### config.mk
export PLATFORM = sky130hd
export DESIGN_NAME = wm_mode_counter
export DESIGN_NICKNAME = d
export VERILOG_FILES = /design/src/rtl/wmc_pkg.sv /design/src/rtl/wmc_mode_step.sv /design/src/rtl/wmc_chain_map.sv /design/src/rtl/wmc_state_reg.sv /design/src/rtl/wm_mode_counter.sv
export SDC_FILE = /design/constraint.sdc
export NUM_CORES = 1
export LEC_CHECK = 0
export ABC_AREA = 0
export BUFFER_PORTS_ARGS = -buffer_cell sky130_fd_sc_hd__buf_2
export CAP_MARGIN = 20
export CORE_MARGIN = 4
export CORE_UTILIZATION = 53
export DETAILED_ROUTE_END_ITERATION = 10
export HOLD_SLACK_MARGIN = 0.12
export PLACE_DENSITY = 0.87
export SYNTH_ARGS = -nofsm -noshare
export SYNTH_HDL_FRONTEND = slang
export SYNTH_HIERARCHICAL = 1
export SYNTH_SLANG_ARGS = --single-unit
### constraint.sdc
create_clock -name clk -period 4.2 [get_ports clk]
set_input_delay 0.42 -clock clk [delete_from_list [all_inputs] [get_ports clk]]
set_output_delay 0.42 -clock clk [all_outputs]
set_load 0.02 [all_outputs]
### src/rtl/wmc_pkg.sv
// Shared definitions for the watermarked multi-mode counter.
// Assumes a 4-bit ordinary count, a 3-bit step vector {type, up} and
// a key of at most MAX_SIG vectors, packed with the first vector in
// the most significant position.
package wmc_pkg;

    localparam int VEC_W   = 3;
    localparam int BASE_W  = 4;
    localparam int CODE_W  = BASE_W + 1;
    localparam int MAX_SIG = 6;
    localparam int KEY_W   = MAX_SIG * VEC_W;
    localparam int NUM_MODES = 3;
    localparam int IDX_W   = $clog2(MAX_SIG);
    localparam logic [BASE_W-1:0] BCD_TOP = BASE_W'(9);

    typedef enum logic [1:0] {
        MODE_BIN   = 2'b00,
        MODE_GRAY  = 2'b01,
        MODE_DEC   = 2'b10,
        MODE_CLEAR = 2'b11
    } mode_e;

    typedef struct packed {
        logic [BASE_W-1:0] nxt;
        logic              pulse;
    } step_t;

    localparam logic [KEY_W-1:0] DEFAULT_KEY =
        {3'b001, 3'b011, 3'b101, 3'b010, 3'b000, 3'b100};

    // Pick vector j (0 = first applied) out of a packed key.
    function automatic logic [VEC_W-1:0] key_vec(input logic [KEY_W-1:0] key, input int j);
        return key[(MAX_SIG-1-j)*VEC_W +: VEC_W];
    endfunction

    // Gray code to binary weight.
    function automatic logic [BASE_W-1:0] gray_to_bin(input logic [BASE_W-1:0] g);
        logic [BASE_W-1:0] b;
        b[BASE_W-1] = g[BASE_W-1];
        for (int i = BASE_W-2; i >= 0; i--) b[i] = b[i+1] ^ g[i];
        return b;
    endfunction

    // Binary weight to Gray code.
    function automatic logic [BASE_W-1:0] bin_to_gray(input logic [BASE_W-1:0] b);
        return b ^ (b >> 1);
    endfunction

    // One binary step with its wrap pulse.
    function automatic step_t bin_step(input logic [BASE_W-1:0] s, input logic up);
        step_t r;
        if (up) begin
            r.nxt   = s + BASE_W'(1);
            r.pulse = (s == BASE_W'(14));
        end else begin
            r.nxt   = s - BASE_W'(1);
            r.pulse = (s == BASE_W'(1));
        end
        return r;
    endfunction

    // One Gray step: decode, move the weight, re-encode.
    function automatic step_t gray_step(input logic [BASE_W-1:0] s, input logic up);
        step_t r;
        logic [BASE_W-1:0] w;
        w = gray_to_bin(s);
        if (up) begin
            r.pulse = (w == BASE_W'(14));
            w       = w + BASE_W'(1);
        end else begin
            r.pulse = (w == BASE_W'(1));
            w       = w - BASE_W'(1);
        end
        r.nxt = bin_to_gray(w);
        return r;
    endfunction

    // One decimal step; codes above nine fall back to zero.
    function automatic step_t dec_step(input logic [BASE_W-1:0] s, input logic up);
        step_t r;
        if (s > BCD_TOP) begin
            r.nxt   = '0;
            r.pulse = 1'b0;
        end else if (up) begin
            r.nxt   = (s == BCD_TOP) ? '0 : s + BASE_W'(1);
            r.pulse = (s == BASE_W'(8));
        end else begin
            r.nxt   = (s == '0) ? BCD_TOP : s - BASE_W'(1);
            r.pulse = (s == BASE_W'(1));
        end
        return r;
    endfunction

    // Full plain-counter step for a vector; used only to derive shadows.
    function automatic step_t plain_step(input logic [BASE_W-1:0] s, input logic [VEC_W-1:0] v);
        step_t r;
        case (mode_e'(v[VEC_W-1:1]))
            MODE_BIN:  r = bin_step(s, v[0]);
            MODE_GRAY: r = gray_step(s, v[0]);
            MODE_DEC:  r = dec_step(s, v[0]);
            default:   r = '0;
        endcase
        return r;
    endfunction

    // Ordinary state reached from zero after key vectors 0..idx.
    function automatic logic [BASE_W-1:0] key_shadow(input logic [KEY_W-1:0] key, input int idx);
        logic [BASE_W-1:0] s;
        step_t r;
        s = '0;
        for (int j = 0; j <= idx; j++) begin
            r = plain_step(s, key_vec(key, j));
            s = r.nxt;
        end
        return s;
    endfunction

endpackage

### src/rtl/wmc_mode_step.sv
// Next ordinary state and wrap pulse for one counting mode.
// MODE selects binary (0), Gray (1) or decimal (2); the block is purely
// combinational and assumes a 4-bit ordinary state at its input.
module wmc_mode_step
    import wmc_pkg::*;
#(
    parameter int MODE = 0
) (
    input  logic [BASE_W-1:0] base_state,
    input  logic              up,
    output logic [BASE_W-1:0] nxt_state,
    output logic              pulse
);

    step_t res;

    // Variant chosen at elaboration by the mode number.
    if (MODE == 0) begin : g_bin
        assign res = bin_step(base_state, up);
    end else if (MODE == 1) begin : g_gray
        assign res = gray_step(base_state, up);
    end else begin : g_dec
        assign res = dec_step(base_state, up);
    end

    assign nxt_state = res.nxt;
    assign pulse     = res.pulse;

endmodule

### src/rtl/wmc_chain_map.sv
// Hidden-state overlay. It maps the current code to the ordinary state
// whose edges apply (the shadow), decides whether this step takes a
// chain edge, and flags the last hidden state.
// Assumes SIG_LEN in 2..MAX_SIG and no key vector with type 11.
module wmc_chain_map
    import wmc_pkg::*;
#(
    parameter int               SIG_LEN = MAX_SIG,
    parameter logic [KEY_W-1:0] KEY     = DEFAULT_KEY
) (
    input  logic [CODE_W-1:0] cur_code,
    input  logic [VEC_W-1:0]  vec,
    output logic [BASE_W-1:0] base_state,
    output logic              take_chain,
    output logic [CODE_W-1:0] chain_code,
    output logic              at_last
);

    localparam int TBL_N = 2 ** IDX_W;
    localparam logic [IDX_W-1:0]  LAST_IDX   = IDX_W'(SIG_LEN - 1);
    localparam logic [CODE_W-1:0] CHAIN_BASE = CODE_W'(1) << BASE_W;
    localparam logic [VEC_W-1:0]  FIRST_VEC  = key_vec(KEY, 0);

    logic [BASE_W-1:0] shadow_tbl [TBL_N];
    logic [VEC_W-1:0]  adv_vec    [TBL_N];
    logic [TBL_N-1:0]  adv_ok;

    logic             in_chain;
    logic             idx_valid;
    logic [IDX_W-1:0] idx;

    // Per hidden slot: shadow state and the vector that advances it.
    for (genvar j = 0; j < TBL_N; j++) begin : g_slot
        if (j < SIG_LEN) begin : g_used
            assign shadow_tbl[j] = key_shadow(KEY, j);
        end else begin : g_unused
            assign shadow_tbl[j] = '0;
        end
        if (j + 1 < SIG_LEN) begin : g_adv
            assign adv_vec[j] = key_vec(KEY, j + 1);
            assign adv_ok[j]  = 1'b1;
        end else begin : g_noadv
            assign adv_vec[j] = '0;
            assign adv_ok[j]  = 1'b0;
        end
    end

    assign in_chain  = cur_code[CODE_W-1];
    assign idx       = cur_code[IDX_W-1:0];
    assign idx_valid = in_chain && (idx <= LAST_IDX);
    assign at_last   = in_chain && (idx == LAST_IDX);

    // Choose which ordinary state's edges drive this step.
    always_comb begin
        if (!in_chain)      base_state = cur_code[BASE_W-1:0];
        else if (idx_valid) base_state = shadow_tbl[idx];
        else                base_state = '0;
    end

    // Chain edges: entry from zero, or one slot deeper on the key.
    always_comb begin
        if (!in_chain) begin
            take_chain = (cur_code == '0) && (vec == FIRST_VEC);
            chain_code = CHAIN_BASE;
        end else begin
            take_chain = idx_valid && adv_ok[idx] && (vec == adv_vec[idx]);
            chain_code = CHAIN_BASE + CODE_W'(idx) + CODE_W'(1);
        end
    end

endmodule

### src/rtl/wmc_state_reg.sv
// State and flag register with synchronous active-low reset.
// Reset wins over enable; an idle edge holds the code and clears the flag.
module wmc_state_reg
    import wmc_pkg::*;
(
    input  logic              clk,
    input  logic              rst_n,
    input  logic              step_en,
    input  logic [CODE_W-1:0] nxt_code,
    input  logic              nxt_flag,
    output logic [CODE_W-1:0] code_q,
    output logic              flag_q
);

    // Capture the chosen step, or hold with the flag low.
    always_ff @(posedge clk) begin
        if (!rst_n) begin
            code_q <= '0;
            flag_q <= 1'b0;
        end else if (step_en) begin
            code_q <= nxt_code;
            flag_q <= nxt_flag;
        end else begin
            flag_q <= 1'b0;
        end
    end

endmodule

### src/rtl/wm_mode_counter.sv
// Top of the watermarked multi-mode counter. The three mode steppers run
// in parallel on the shadow of the current code; the mode input selects
// one, and the chain overlay can replace the result with a hidden-state
// code. The flag is the mode pulse, or the proof pulse on leaving the
// last hidden state.
module wm_mode_counter
    import wmc_pkg::*;
#(
    parameter int               SIG_LEN = MAX_SIG,
    parameter logic [KEY_W-1:0] KEY     = DEFAULT_KEY
) (
    input  logic              clk,
    input  logic              rst_n,
    input  logic              cnt_en,
    input  logic [1:0]        cnt_type,
    input  logic              cnt_up,
    output logic              term_flag,
    output logic [CODE_W-1:0] state_code
);

    logic [VEC_W-1:0]  vec;
    logic [BASE_W-1:0] base_state;
    logic              take_chain;
    logic [CODE_W-1:0] chain_code;
    logic              at_last;
    logic [BASE_W-1:0] step_nxt   [NUM_MODES];
    logic [NUM_MODES-1:0] step_pulse;
    logic [BASE_W-1:0] plain_nxt;
    logic              plain_pulse;
    logic [CODE_W-1:0] nxt_code;
    logic              nxt_flag;

    assign vec = {cnt_type, cnt_up};

    wmc_chain_map #(.SIG_LEN(SIG_LEN), .KEY(KEY)) u_chain (
        .cur_code   (state_code),
        .vec        (vec),
        .base_state (base_state),
        .take_chain (take_chain),
        .chain_code (chain_code),
        .at_last    (at_last)
    );

    // One stepper per counting mode.
    for (genvar m = 0; m < NUM_MODES; m++) begin : g_mode
        wmc_mode_step #(.MODE(m)) u_step (
            .base_state (base_state),
            .up         (cnt_up),
            .nxt_state  (step_nxt[m]),
            .pulse      (step_pulse[m])
        );
    end

    // Mode select; the clear type lands on zero without a pulse.
    always_comb begin
        case (mode_e'(cnt_type))
            MODE_BIN:  begin plain_nxt = step_nxt[0]; plain_pulse = step_pulse[0]; end
            MODE_GRAY: begin plain_nxt = step_nxt[1]; plain_pulse = step_pulse[1]; end
            MODE_DEC:  begin plain_nxt = step_nxt[2]; plain_pulse = step_pulse[2]; end
            default:   begin plain_nxt = '0;          plain_pulse = 1'b0;          end
        endcase
    end

    // Overlay the chain edge and the proof pulse.
    always_comb begin
        nxt_code = take_chain ? chain_code : {1'b0, plain_nxt};
        nxt_flag = plain_pulse | at_last;
    end

    wmc_state_reg u_reg (
        .clk      (clk),
        .rst_n    (rst_n),
        .step_en  (cnt_en),
        .nxt_code (nxt_code),
        .nxt_flag (nxt_flag),
        .code_q   (state_code),
        .flag_q   (term_flag)
    );

endmodule

==> results.toml <==
[sta]
hold_violations = 0
period_needed_ps = 3810
worst-slew-pin-transition_ps = 542
fmax_mhz = 262
holdWs_ps = 451
slew_headroom_pct = 63.6
min_period_over_period_pct = 90.8
fin_skew_ps = 9.07
rsz0062_at_grt = "no"
setup_violations = 0
slew_viol_final = 0
setup-tns-final_ps = 0

[finish]
fin_cells = 182
final_area_um2 = 1250
nFillCells = 193
syn_to_final_growth_pct = 5.05
nets = 176
drive_gt1_share_pct = 22.6
layout_commonest_cell = "ha_1"
n_antenna_cell = 0
mostFrequentLayoutCells = "13 x ha_1, 11 x nor2_1, 11 x buf_2"

[floorplan]
fp.dieW_um = 55.4
num_rows = 16
start_util_pct = 58.2
ios = 12
die_h_um = 55.4
coreArea_um2 = 2040
dieArea_um2 = 3060

[yosys]
yosys.cell_types.count = 46
syn-num-nets = 166
ys_ff_latch = 6
yosys_warnings = 6
synth_top_flop_cell = "dfxtp_1"
avgSynthCellArea_um2 = 8.09
syn_area_um2 = 1190
ys_seq_area_share_pct = 10.1
synthCells = 147
async_flop_share_pct = 0
synth_edf_count = 0

[run_status]
outcome = "finished clean"

[clock_tree]
clockRootBuffer = "clkbuf_4"
clock-sinks = 6
clkLatencyLatePin_ps = 250
cts.reportedPaths.clkPinSlew_ps = 50
cts_tree = "done"
cts.htree.levels = 1
cts_buffers = 3
cts_setup_buffers = 0
cts_max_path_buffers = 2

[grt]
grt-ovfl-total = 0
grt_start_max_net_pins = 27
grt_pass1_vias = 1017
grt_antenna_before_repair = 0
grt.total_usage_pct = 17.4
grt_pass1_wl_mm = 4.53

[power_and_ir_drop]
power.density_nw_per_um2 = 249
pwr-share-seq_pct = 22.7
p_switching_uw = 128
switching_share_pct = 41.1
vdd.ir_drop.worst_mv = 0.131
p_int_uw = 183
total_power_uw = 311
leakage_nw = 0.575
clkPwrFrac_pct = 17.6
p_comb_share_pct = 59.8

[critical_path]
crit_path_end_kind = "flop"
crit_path_top_delay_cell = "dfxtp_2"
worstReg2RegStart = "u_reg/code_q[1]"
critPathLaunchType = "flop"
critPathBufInv = 3
r2r_slack_ps = 390
critPathMaxStageDelay_ps = 410
required_ps = 4340
r2r_cells = 18
arrival_ps = 3950
cp_max_fo = 9
path_class = "flop to flop"
crit_chain = "inv_1 -> ha_1 -> o21bai_1 -> a21boi_1 -> a21oi_1 -> inv_1 -> ha_1 -> ha_1 -> inv_1 -> ha_1 -> nor4_2 -> a31oi_1 -> xnor2_2 -> xnor2_1 -> and4bb_2 -> a221o_1 -> mux2i_1 -> nor2b_1"
path_delay_family = "adder cells"
crit_cells = 18
crit_top_cell = "ha_1"
rr_endpoint = "u_reg/code_q[2]"

[place]
gp_congestion = 0.768
port_buffers = 11
hpwl_mm = 1.87
dpl_cell_area_um2 = 1220
placedCellCount = 179

[worst_hold_path]
min_path_type = "input pin to flop"
hp-start = "rst_n"
hold_depth = 2
hold_end = "u_reg/code_q[1]"

[detailed_routing]
avgRoutedWirePerCell_um = 13.8
via_per_inst = 5.88
drcViolationCount = 0
drt_pre_antenna_iters = 4
first_iter_violations = 27
vias = 1070
wl_mm = 2.50
final_antenna_net_count = 0

[flow_run]
drv_cap = 0
[power groups by stage]
stage               Clock [mW]  Combinational, mW  Sequential [mW]
floorplan                    0              0.150           0.0720
global placement             0              0.174           0.0706
detailed placement           0              0.186           0.0714
CTS                     0.0556              0.186           0.0703
global route            0.0588              0.208           0.0719
finish                  0.0545              0.186           0.0705
[logic make-up after synthesis]
logic type / Yosys count / share of synthesized area, %
xor+xnor: 11 / 8.74
mux: 12 / 11.8
buf+inv: 21 / 10.4
fa+ha+maj: 13 / 13.7
compound gates: 30 / 16.7
simple gates: 53 / 28.2
other cells: 1 / 0.315
flops: 6 / 10.1
[flip-flops by register name, summed over array words and instances, names as in the netlist]
| name | cells |
|---|---|
| u_reg/flag_q | 1 |
| u_reg/code_q | 5 |
[worst max path at each step]
stage	start	endpoint
floorplan	u_reg/code_q[1]	u_reg/code_q[2]
global placement	u_reg/code_q[1]	u_reg/code_q[2]
detailed placement	u_reg/code_q[1]	u_reg/code_q[2]
CTS	u_reg/code_q[1]	u_reg/code_q[2]
global route	u_reg/code_q[1]	u_reg/code_q[2]
finish	u_reg/code_q[1]	u_reg/code_q[2]
[layer usage]
| metal | track usage (%) | wire, um |
|---|---|---|
| met4 | 8.33 | 17 |
| met3 | 1.86 | 100 |
| met1 | 21.2 | 1090 |
| met2 | 30.2 | 1300 |
| met5 | 0 | 0 |
[cells in the mapped netlist, drive strengths merged, types with 2 or more instances]
master | n | area share, %
nor3 | 2 | 0.84
and4bb | 4 | 4.2
or4 | 3 | 1.9
dfxtp | 6 | 10
buf | 8 | 6.2
a21o | 2 | 1.4
nand4b | 2 | 1.5
a221o | 4 | 3.4
o21ai | 8 | 3.4
mux2i | 8 | 6.7
o211ai | 2 | 1.7
ha | 13 | 14
nor2 | 11 | 3.5
inv | 11 | 3.5
xor2 | 3 | 2.2
nand3 | 3 | 1.3
a21oi | 8 | 3.4
clkbuf | 2 | 0.74
nand3b | 2 | 1.3
and3 | 3 | 1.7
nor2b | 7 | 3.7
xnor2 | 8 | 6.5
a31oi | 2 | 1.1
nand2 | 5 | 1.6
and2 | 4 | 2.1
nand4 | 2 | 1.1
mux2 | 4 | 5.1
[area by class of cell]
cell class | count | area [um^2] | area share [%]
Clock buffer | 3 | 22.5 | 1.80
Inverter | 11 | 41.3 | 3.31
Multi-Input combinational cell | 120 | 945 | 75.7
Sequential cell | 6 | 121 | 9.72
Tap cell | 27 | 33.8 | 2.71
Timing Repair Buffer | 15 | 85.1 | 6.81
[per-stage QoR]
step	utilization [%]	worst slack (ps)
after CTS	61.1	266
after detailed placement	60.0	289
after global routing	61.2	106
after floorplan	-	187
after global placement	60.0	511
final	61.2	388
[timing repair]
item                       in CTS  in global routing
setup endpoints to repair       0                  1
hold buffers                    0                  0
resized for setup               0                  1
Note: power is estimated with default switching activity, not from simulation.
